`src/rtl/usbirq_pkg.sv`:
```
package usbirq_pkg;
  localparam int LANES     = 3;
  localparam int LANE_DONE = 0;
  localparam int LANE_ZLP  = 1;
  localparam int LANE_NAK  = 2;

  // bit positions firmware decodes in the summary word
  localparam int SUM_ZLP_POS  = 3;
  localparam int SUM_SOF_POS  = 4;
  localparam int SUM_DONE_POS = 6;
  localparam int SUM_NAK_POS  = 7;

  // packed summary flag vector order
  localparam int FLAG_ZLP  = 0;
  localparam int FLAG_SOF  = 1;
  localparam int FLAG_DONE = 2;
  localparam int FLAG_NAK  = 3;
  localparam int FLAGS     = 4;

  localparam int RD_IDX_W = 3;
  localparam logic [RD_IDX_W-1:0] RD_NONE = 3'd5;

  function automatic int lanePos(input int lane);
    case (lane)
      LANE_DONE: return SUM_DONE_POS;
      LANE_ZLP:  return SUM_ZLP_POS;
      default:   return SUM_NAK_POS;
    endcase
  endfunction

  typedef struct packed {
    logic [LANES-1:0]    laneSet;
    logic [LANES-1:0]    laneWr;
    logic                sumWr;
    logic                maskWr;
    logic                sofSet;
    logic                rdEn;
    logic [RD_IDX_W-1:0] rdIdx;
  } strobe_t;
endpackage

```
`src/rtl/usbirq_lane.sv`:
```
module usbirq_lane #(
  parameter int NUM_EP = 4
) (
  input  logic              clk,
  input  logic              rstN,
  input  logic              setHit,
  input  logic [NUM_EP-1:0] epOneHot,
  input  logic              sumClr,
  input  logic              detWr,
  input  logic [NUM_EP-1:0] wEp,
  output logic [NUM_EP-1:0] detQ,
  output logic              sumQ
);
  logic [NUM_EP-1:0] detKeep;
  logic              clrByDet;

  always_comb begin
    detKeep  = detWr ? (detQ & ~wEp) : detQ;
    clrByDet = detWr && (detKeep == '0);
  end

  always_ff @(posedge clk) begin
    if (!rstN) begin
      detQ <= '0;
      sumQ <= 1'b0;
    end else begin
      detQ <= detKeep | (setHit ? epOneHot : '0);
      if (setHit)                  sumQ <= 1'b1;
      else if (sumClr || clrByDet) sumQ <= 1'b0;
    end
  end
endmodule

```
`src/rtl/usbirq_ctrl.sv`:
```
module usbirq_ctrl
  import usbirq_pkg::*;
#(
  parameter int NUM_EP = 4,
  parameter int ADDR_W = 5,
  localparam int EP_W  = $clog2(NUM_EP),
  localparam int WORD_W = ADDR_W - 2
) (
  input  logic              clk,
  input  logic              rstN,
  input  logic              evAck,
  input  logic              evNak,
  input  logic              evZlp,
  input  logic              zlpStatus,
  input  logic              evSof,
  input  logic [EP_W-1:0]   evEp,
  input  logic              busSel,
  input  logic              busWr,
  input  logic [ADDR_W-1:0] busAddr,
  input  logic [NUM_EP-1:0] maskQ,
  input  logic [FLAGS-1:0]  sumFlags,
  output strobe_t           stb,
  output logic [NUM_EP-1:0] epOneHot,
  output logic              irqOut
);
  logic [WORD_W-1:0] wordIdx;
  logic              aligned, wrEn, epNonZero;

  always_comb begin
    wordIdx   = busAddr[ADDR_W-1:2];
    aligned   = (busAddr[1:0] == 2'b00);
    wrEn      = busSel && busWr && aligned;
    epNonZero = (evEp != '0);
    epOneHot  = NUM_EP'(1) << evEp;

    stb = '0;
    stb.sumWr           = wrEn && (wordIdx == WORD_W'(0));
    stb.laneWr[LANE_DONE] = wrEn && (wordIdx == WORD_W'(1));
    stb.laneWr[LANE_ZLP]  = wrEn && (wordIdx == WORD_W'(2));
    stb.laneWr[LANE_NAK]  = wrEn && (wordIdx == WORD_W'(3));
    stb.maskWr          = wrEn && (wordIdx == WORD_W'(4));

    stb.laneSet[LANE_DONE] = evAck && epNonZero;
    stb.laneSet[LANE_ZLP]  = evZlp && !zlpStatus;
    stb.laneSet[LANE_NAK]  = evNak && epNonZero && !maskQ[evEp];
    stb.sofSet             = evSof;

    stb.rdEn  = busSel && !busWr;
    stb.rdIdx = (aligned && wordIdx <= WORD_W'(4)) ? RD_IDX_W'(wordIdx) : RD_NONE;
  end

  always_ff @(posedge clk) begin
    if (!rstN) irqOut <= 1'b0;
    else       irqOut <= |sumFlags;
  end
endmodule

```
`src/rtl/usbirq_dp.sv`:
```
module usbirq_dp
  import usbirq_pkg::*;
#(
  parameter int NUM_EP = 4,
  parameter int DATA_W = 32
) (
  input  logic              clk,
  input  logic              rstN,
  input  strobe_t           stb,
  input  logic [NUM_EP-1:0] epOneHot,
  input  logic [DATA_W-1:0] busWdata,
  output logic [NUM_EP-1:0] maskQ,
  output logic [FLAGS-1:0]  sumFlags,
  output logic [DATA_W-1:0] busRdata
);
  logic [NUM_EP-1:0] det [LANES];
  logic [LANES-1:0]  laneSum;
  logic              sofQ;
  logic [DATA_W-1:0] rdNext;
  logic              unusedWdata;

  assign unusedWdata = ^busWdata;

  for (genvar g = 0; g < LANES; g++) begin : g_lane
    localparam int POS = lanePos(g);
    usbirq_lane #(.NUM_EP(NUM_EP)) i_lane (
      .clk      (clk),
      .rstN     (rstN),
      .setHit   (stb.laneSet[g]),
      .epOneHot (epOneHot),
      .sumClr   (stb.sumWr && busWdata[POS]),
      .detWr    (stb.laneWr[g]),
      .wEp      (busWdata[NUM_EP-1:0]),
      .detQ     (det[g]),
      .sumQ     (laneSum[g])
    );
  end

  always_ff @(posedge clk) begin
    if (!rstN) begin
      sofQ  <= 1'b0;
      maskQ <= '1;
    end else begin
      if (stb.sofSet)                          sofQ <= 1'b1;
      else if (stb.sumWr && busWdata[SUM_SOF_POS]) sofQ <= 1'b0;
      if (stb.maskWr) maskQ <= busWdata[NUM_EP-1:0];
    end
  end

  always_comb begin
    sumFlags            = '0;
    sumFlags[FLAG_ZLP]  = laneSum[LANE_ZLP];
    sumFlags[FLAG_SOF]  = sofQ;
    sumFlags[FLAG_DONE] = laneSum[LANE_DONE];
    sumFlags[FLAG_NAK]  = laneSum[LANE_NAK];

    rdNext = '0;
    case (stb.rdIdx)
      3'd0: begin
        rdNext[SUM_ZLP_POS]  = sumFlags[FLAG_ZLP];
        rdNext[SUM_SOF_POS]  = sumFlags[FLAG_SOF];
        rdNext[SUM_DONE_POS] = sumFlags[FLAG_DONE];
        rdNext[SUM_NAK_POS]  = sumFlags[FLAG_NAK];
      end
      3'd1: rdNext[NUM_EP-1:0] = det[LANE_DONE];
      3'd2: rdNext[NUM_EP-1:0] = det[LANE_ZLP];
      3'd3: rdNext[NUM_EP-1:0] = det[LANE_NAK];
      3'd4: rdNext[NUM_EP-1:0] = maskQ;
      default: rdNext = '0;
    endcase
  end

  always_ff @(posedge clk) begin
    if (!rstN)         busRdata <= '0;
    else if (stb.rdEn) busRdata <= rdNext;
  end
endmodule

```
`src/rtl/usb_evt_irq.sv`:
```
module usb_evt_irq
  import usbirq_pkg::*;
#(
  parameter int NUM_EP = 4,
  parameter int ADDR_W = 5,
  parameter int DATA_W = 32,
  localparam int EP_W  = $clog2(NUM_EP)
) (
  input  logic              clk,
  input  logic              rstN,
  input  logic              evAck,
  input  logic              evNak,
  input  logic              evZlp,
  input  logic              zlpStatus,
  input  logic              evSof,
  input  logic [EP_W-1:0]   evEp,
  input  logic              busSel,
  input  logic              busWr,
  input  logic [ADDR_W-1:0] busAddr,
  input  logic [DATA_W-1:0] busWdata,
  output logic [DATA_W-1:0] busRdata,
  output logic              irqOut
);
  strobe_t           stb;
  logic [NUM_EP-1:0] epOneHot;
  logic [NUM_EP-1:0] maskQ;
  logic [FLAGS-1:0]  sumFlags;

  usbirq_ctrl #(.NUM_EP(NUM_EP), .ADDR_W(ADDR_W)) i_ctrl (
    .clk(clk), .rstN(rstN), .evAck(evAck), .evNak(evNak), .evZlp(evZlp),
    .zlpStatus(zlpStatus), .evSof(evSof), .evEp(evEp), .busSel(busSel),
    .busWr(busWr), .busAddr(busAddr), .maskQ(maskQ), .sumFlags(sumFlags),
    .stb(stb), .epOneHot(epOneHot), .irqOut(irqOut)
  );

  usbirq_dp #(.NUM_EP(NUM_EP), .DATA_W(DATA_W)) i_dp (
    .clk(clk), .rstN(rstN), .stb(stb), .epOneHot(epOneHot),
    .busWdata(busWdata), .maskQ(maskQ), .sumFlags(sumFlags),
    .busRdata(busRdata)
  );
endmodule

```
`config.mk`:
```
export PLATFORM = sky130hd
export DESIGN_NAME = usb_evt_irq
export DESIGN_NICKNAME = d
export VERILOG_FILES = /design/src/rtl/usbirq_pkg.sv /design/src/rtl/usbirq_lane.sv /design/src/rtl/usbirq_ctrl.sv /design/src/rtl/usbirq_dp.sv /design/src/rtl/usb_evt_irq.sv
export SDC_FILE = /design/constraint.sdc
export NUM_CORES = 1
export LEC_CHECK = 0
export BUFFER_PORTS_ARGS = -buffer_cell sky130_fd_sc_hd__buf_4
export CAP_MARGIN = 20
export CORE_UTILIZATION = 45
export DETAILED_ROUTE_END_ITERATION = 8
export HOLD_SLACK_MARGIN = 0.05
export PLACE_DENSITY_LB_ADDON = 0.25
export SKIP_LAST_GASP = 1
export SYNTH_ARGS = -nofsm -noshare
export SYNTH_HDL_FRONTEND = slang
export SYNTH_SLANG_ARGS = --single-unit
```
`constraint.sdc`:
```
create_clock -name clk -period 1.8 [get_ports clk]
set_input_delay 0.45 -clock clk [delete_from_list [all_inputs] [get_ports clk]]
set_output_delay 0.45 -clock clk [all_outputs]
set_load 0.03 [all_outputs]
```
==> impl_metrics.tcl, run 1 <==
set metrics [dict create \
    crit_family "buffers and inverters" \
    placed_area_sq_mm 0.001770 \
    post_cts_resized 0 \
    ys_ff_latch 28 \
    fin_skew_ns 0.01211 \
    power.density_mw_per_mm2 664.9 \
    synthCells 191 \
    clock_latency_ns 0.35 \
    async_reset_ff_share_pct 0 \
    syn_area_per_cell_sq_um 8.385 \
    antennaDiodeCount 0 \
    slowest_delay_ns 0.20 \
    hold_path.class "input pin to flip-flop" \
    startpoint_type "input pin" \
    crit_type "input pin to flip-flop" \
    critPathSlowestCell "nand4bb_1" \
    gp_congestion 0.8696 \
    crit_fanout 10 \
    antenna_found_initial 0 \
    synth_area_leaders "dfxtp_1 35%, buf_4 12%, mux2i_1 5.6%" \
    fin_crit_sh_pct 76.89 \
    die-area_sq_mm 0.003801 \
    root_buffer "clkbuf_4" \
    synth-main-ff-cell "dfxtp_1" \
    post-route-min-period_ns 1.384 \
    start_util_pct 47.62 \
    synth_warnings 0 \
    wl_per_cell_um 13.49 \
    setup_tns_ns 0 \
    num_rows 21 \
    cts_setup_buffers 0 \
    grt_util_all_layers_pct 19.90 \
    hold_ws_ns 0.2912 \
    fp.dieW_um 61.66 \
    cp.required_ns 2.05 \
    cts.htree.levels 1 \
    synth_edf_count 0 \
    dpl.hpwl_um 2643 \
    synth_top_area_share_pct 35.00 \
    vias 1382 \
    clk_pin_slew_ns 0.16 \
    cts_tree "done" \
    critPathBufInv 3 \
    dr.first_iter.drc_count 71 \
    area_delta_synth_final_pct 12.81 \
    routed_via_density 5.235 \
    grt_pass1_wl_um 5444 \
    seq_area_frac_synth_pct 35.00 \
    die_h_um 61.66 \
    pin_count 81 \
    ant_nets 0 \
    slew_headroom_pct 66.48 \
    tightestPinTransition_ns 0.5023 \
    irDropWorstVdd_v 0.0002675 \
    drt_first_pass_iters 4 \
    core_sq_mm 0.003363 \
    yosys-top-cells-count "28 x dfxtp_1, 26 x buf_4, 16 x nand2_1, 14 x a21oi_1, 11 x nor2_1" \
    setup_viol 0 \
    drt-total-wl_um 3561 \
    clock.fmax_ghz 0.7225 \
    cts_hold_buf 0 \
    grt_max_degree 19 \
    hold_viol 0 \
    fin_nets 267 \
    cts_sinks 28 \
    cts_buffers 3 \
    clock_path_buffers 2 \
    synth_top_area_cell "dfxtp_1" \
    grt_pass1_vias 1088 \
    cp-end-kind "flip-flop" \
    synth.most_common_cell "dfxtp_1" \
    cp.arrival_ns 1.63 \
    synth_area_sq_mm 0.001602 \
    maxSlewViolCount 0 \
    critical_path.cell_chain "buf_4 -> nand4bb_1 -> buf_4 -> nor4b_4 -> buf_4 -> mux2i_1 -> nand2_1" \
    crit_top_cell "buf_4" \
    status "complete, no violations" \
    port_buffers 30 \
    utilization_pct 53.72 \
    fin_area_sq_mm 0.001807 \
    drc 0 \
    rsz0062_at_grt "no" \
    maxCapViolCount 0 \
    grt-ovfl-total 0 \
    drive_gt1_share_pct 19.27 \
    power_leakage_uw 0.0007275 \
    synth.distinct_cells 38 \
]
[final cells by class]
class | count | area [sq um]
timing repair buffer | 34 | 255.2
clock buffer | 4 | 36.28
inverter | 8 | 30.03
fill | 348 | 1556
tap | 46 | 57.56
multi-input combinational | 144 | 867.1
sequential | 28 | 560.5
[cells in the final DEF (no fill, tap or decap), types with 3 or more instances in the layout]
cell type,Yosys,final
clkbuf_4,0,3
buf_4,26,34
a22oi_1,9,9
nand3_1,7,7
a21oi_1,14,14
nand2_1,16,16
a311oi_1,3,3
inv_1,8,8
o41ai_1,5,5
conb_1,1,25
nor3_1,5,5
nor2b_1,4,4
a31oi_1,3,3
mux2i_1,9,9
dfxtp_1,28,28
nor2_1,11,11
o21ai_0,7,7
[worst reg2reg max path: cells and delay by family, from the launching register on]
kind,cells,cell delay [ns]
mux,1,0.26
flops,1,0.36
compound gates,3,0.44
[metrics by stage]
step	worst slack, ns	total power [uW]	instances
global route	0.3548	1254	264
CTS	0.4243	1200	264
detailed placement	0.05183	891.1	260
global placement	0.06354	891.4	260
finish	0.4160	1201	264
floorplan	0.2687	862.7	215
[power breakdown]
| part | switching, uW | internal (uW) | leakage, uW | total (uW) |
|---|---|---|---|---|
| combinational | 161 | 70.9 | 0.000479 | 232 |
| sequential | 11.7 | 636 | 0.000228 | 648 |
| clock | 198 | 124 | 0.0000210 | 322 |
[flip-flops by register name, indices dropped and copies added, names as in the netlist]
signal	count
i_dp.g_lane.i_lane.sumQ	3
i_dp.busRdata	7
i_ctrl.irqOut	1
i_dp.g_lane.i_lane.detQ	12
i_dp.maskQ	4
i_dp.sofQ	1
[logic make-up after synthesis]
logic type	count (synthesis)	share of synthesized area, %
buffers and inverters	43	16.48
other	1	0.2342
muxes	10	6.328
AOI/OAI and AO/OA	51	21.64
DFF	28	35.00
and+or+nand+nor	58	20.31
[path summary, 6_finish.rpt]
kind,startpoint,slack (ns),endpoint,depth (start not counted)
max,busAddr[0],0.42,i_dp.maskQ[1],7
max reg2reg,i_dp.g_lane[1].i_lane.detQ[3],0.62,i_dp.busRdata[3],4
min reg2reg,i_dp.busRdata[3],0.46,i_dp.busRdata[3],2
min,busWdata[4],0.29,i_dp.sofQ,2
[metal layers]
layer  part of all wire, %  routed length, um  global-route usage, %  vias to the layer above
met5                     0                  0                      0                        -
met4                   1.2                 43                  7.619                        0
met3                   8.3                294                  2.101                        5
met2                    45               1598                  30.26                       65
met1                    46               1624                  28.83                      615
li1                      -                  -                      -                      697
Power figures use the tool's default switching activity.
==> run 2: changes to the inputs <==
--- a/config.mk
+++ b/config.mk
@@ -7,7 +7,7 @@
 export LEC_CHECK = 0
 export BUFFER_PORTS_ARGS = -buffer_cell sky130_fd_sc_hd__buf_4
 export CAP_MARGIN = 20
-export CORE_UTILIZATION = 45
+export CORE_UTILIZATION = 41
 export DETAILED_ROUTE_END_ITERATION = 8
 export HOLD_SLACK_MARGIN = 0.05
 export PLACE_DENSITY_LB_ADDON = 0.25
==> constraint.sdc (replaced) <==
create_clock -name clk -period 1.25 [get_ports clk]
set_input_delay 0.3125 -clock clk [delete_from_list [all_inputs] [get_ports clk]]
set_output_delay 0.3125 -clock clk [all_outputs]
set_load 0.03 [all_outputs]
==> run 2 against run 1 <==
Total power grew 58%. Highest routed layer unchanged. Worst hold slack worse by 0.058 ns. Register-to-register slack lost 0.53 ns. Via count up 10%. Combinational power increased by 77%. Clock skew decreased by 0.0067 ns. Final area is 15% higher. First-iteration DRC count is the same. Critical endpoint is now i_dp.g_lane[2].i_lane.sumQ. Critical path type unchanged. Setup slack worse by 0.34 ns.
==> impl_metrics.tcl, run 2 (synthesized netlist as in run 1, its figures left out) <==
set metrics [dict create \
    clock.fmax_ghz 0.8497 \
    drt-total-wl_um 4084 \
    crit_type "input pin to flip-flop" \
    switchingPower_uw 544.9 \
    ff_latch_area_sq_um 560.5 \
    crit_fanout 7 \
    die-area_sq_mm 0.004160 \
    hold_path.class "input pin to flip-flop" \
    crit_top_cell "buf_4" \
    hold_viol 0 \
    startpoint "busAddr[2]" \
    intPower_uw 1352 \
    combPwrFrac_pct 21.7 \
    r2r-start "i_dp.g_lane[1].i_lane.detQ[3]" \
    top_regs "i_dp.g_lane.i_lane.detQ (12), i_dp.busRdata (7), i_dp.maskQ (4)" \
    vias 1526 \
    grt_pass1_wl_um 6486 \
    wl_per_cell_um 13.94 \
    maxSlewViolCount 0 \
    antenna_found_initial 0 \
    core_sq_mm 0.003716 \
    antennaDiodeCount 0 \
    power_leakage_uw 0.0008774 \
    grt_max_degree 16 \
    rsz0062_at_grt "yes" \
    cts_setup_buffers 0 \
    final_common_cell "buf_4" \
    utilization_pct 56.09 \
    start_util_pct 43.10 \
    area_delta_synth_final_pct 30.16 \
    startpoint_type "input pin" \
    port_buffers 30 \
    fp.dieW_um 64.50 \
    post-route-min-period_ns 1.177 \
    irDropWorstVdd_v 0.0004588 \
    dr.first_iter.drc_count 71 \
    clock_latency_ns 0.27 \
    cts_buffers 3 \
    cp-end-kind "flip-flop" \
    maxCapViolCount 0 \
    pin_count 81 \
    drive_gt1_share_pct 30.61 \
    dpl.hpwl_um 3098 \
    largest-register "i_dp.g_lane.i_lane.detQ" \
    status "complete, no violations" \
    setup_viol 0 \
    grt_pass1_vias 1415 \
    hold_ws_ns 0.2329 \
    grt_util_all_layers_pct 20.22 \
    fillers 389 \
    num_rows 22 \
    critPathSlowestCell "o32ai_1" \
    power.density_mw_per_mm2 909.9 \
    p_total_uw 1897 \
    fin_nets 294 \
    netSwitchingFraction_pct 28.73 \
    slowest_delay_ns 0.28 \
    fin_crit_sh_pct 94.15 \
    slew_headroom_pct 66.15 \
    cp.required_ns 1.42 \
    numPlacedInstances 288 \
    root_buffer "clkbuf_8" \
    power_frac_clock_pct 29.2 \
    final_cells 293 \
    routed_via_density 5.208 \
    cts_sinks 28 \
    cts.htree.levels 1 \
    multi_input_area_sq_um 915.9 \
    grt-ovfl-total 0 \
    gp_congestion 0.9255 \
    clock_path_buffers 2 \
    clk_pin_slew_ns 0.09 \
    die_h_um 64.50 \
    cts_tree "done" \
    hp-start "busWdata[0]" \
    ant_nets 0 \
    drt_first_pass_iters 4 \
    seqPwrFrac_pct 49.1 \
    fin_skew_ns 0.005370 \
    tightestPinTransition_ns 0.5072 \
    mostFrequentLayoutCells "58 x buf_4, 28 x dfxtp_1, 25 x conb_1" \
    cp.arrival_ns 1.35 \
    cts_hold_buf 0 \
    largest_reg_flops 12 \
    drc 0 \
    critical_path.cell_chain "buf_4 -> buf_4 -> inv_1 -> nor3_2 -> and3_1 -> o32ai_1" \
]
[run 2: worst max-delay path, delay by kind of cell]
kind	cells	cell delay, ns
AOI/OAI and AO/OA	1	0.28
buffers and inverters	3	0.47
and+or+nand+nor	2	0.29
[run 2: area by class of cell]
class	instances	share of cell area, %
inverters	8	1.441
well taps	48	2.881
multi-input cells	144	43.94
repair buffers	61	22.21
clock buffers	4	2.641
flip-flops and latches	28	26.89
[run 2: per-stage QoR]
stage | setup WS, ns | area (sq um) | setup TNS (ns)
after CTS | 0.004759 | 2049 | 0
final | 0.07315 | 2085 | 0
after global routing | -0.01229 | 2085 | -0.01278
after detailed placement | -0.3391 | 1982 | -6.268
after floorplan | -0.1349 | 1727 | -0.8889
after global placement | -0.3337 | 1982 | -5.949
[run 2: final timing paths]
check,end,slack (ns),depth (start not counted)
setup / recovery,i_dp.g_lane[2].i_lane.sumQ,0.07,6
hold / removal,i_dp.g_lane[2].i_lane.detQ[0],0.23,2
setup reg to reg,i_dp.busRdata[3],0.09,4
hold reg to reg,i_dp.busRdata[3],0.46,2
[run 2: layer usage]
| layer | GRT usage, % | vias to the layer above | routed length (um) |
|---|---|---|---|
| met1 | 27.53 | 707 | 1880 |
| met3 | 2.641 | 9 | 207 |
| met4 | 4.444 | 0 | 57 |
| li1 | - | 757 | - |
| met2 | 33.82 | 53 | 1938 |
| met5 | 0 | - | 0 |
[run 2: power by group through the flow]
stage | clock network (uW) | logic (uW) | registers [uW]
2_1_floorplan | 0 | 297 | 954
3_3_place_gp | 0 | 395 | 952
3_5_place_dp | 0 | 397 | 952
4_1_cts | 569 | 400 | 931
5_1_grt | 598 | 443 | 935
6_report | 554 | 411 | 932
[run 2: what timing repair did]
item | in CTS | in global routing
pin swaps | 0 | 1
setup endpoints to repair | 3 | 17
gates cloned | 0 | 1
resized for setup | 3 | 5
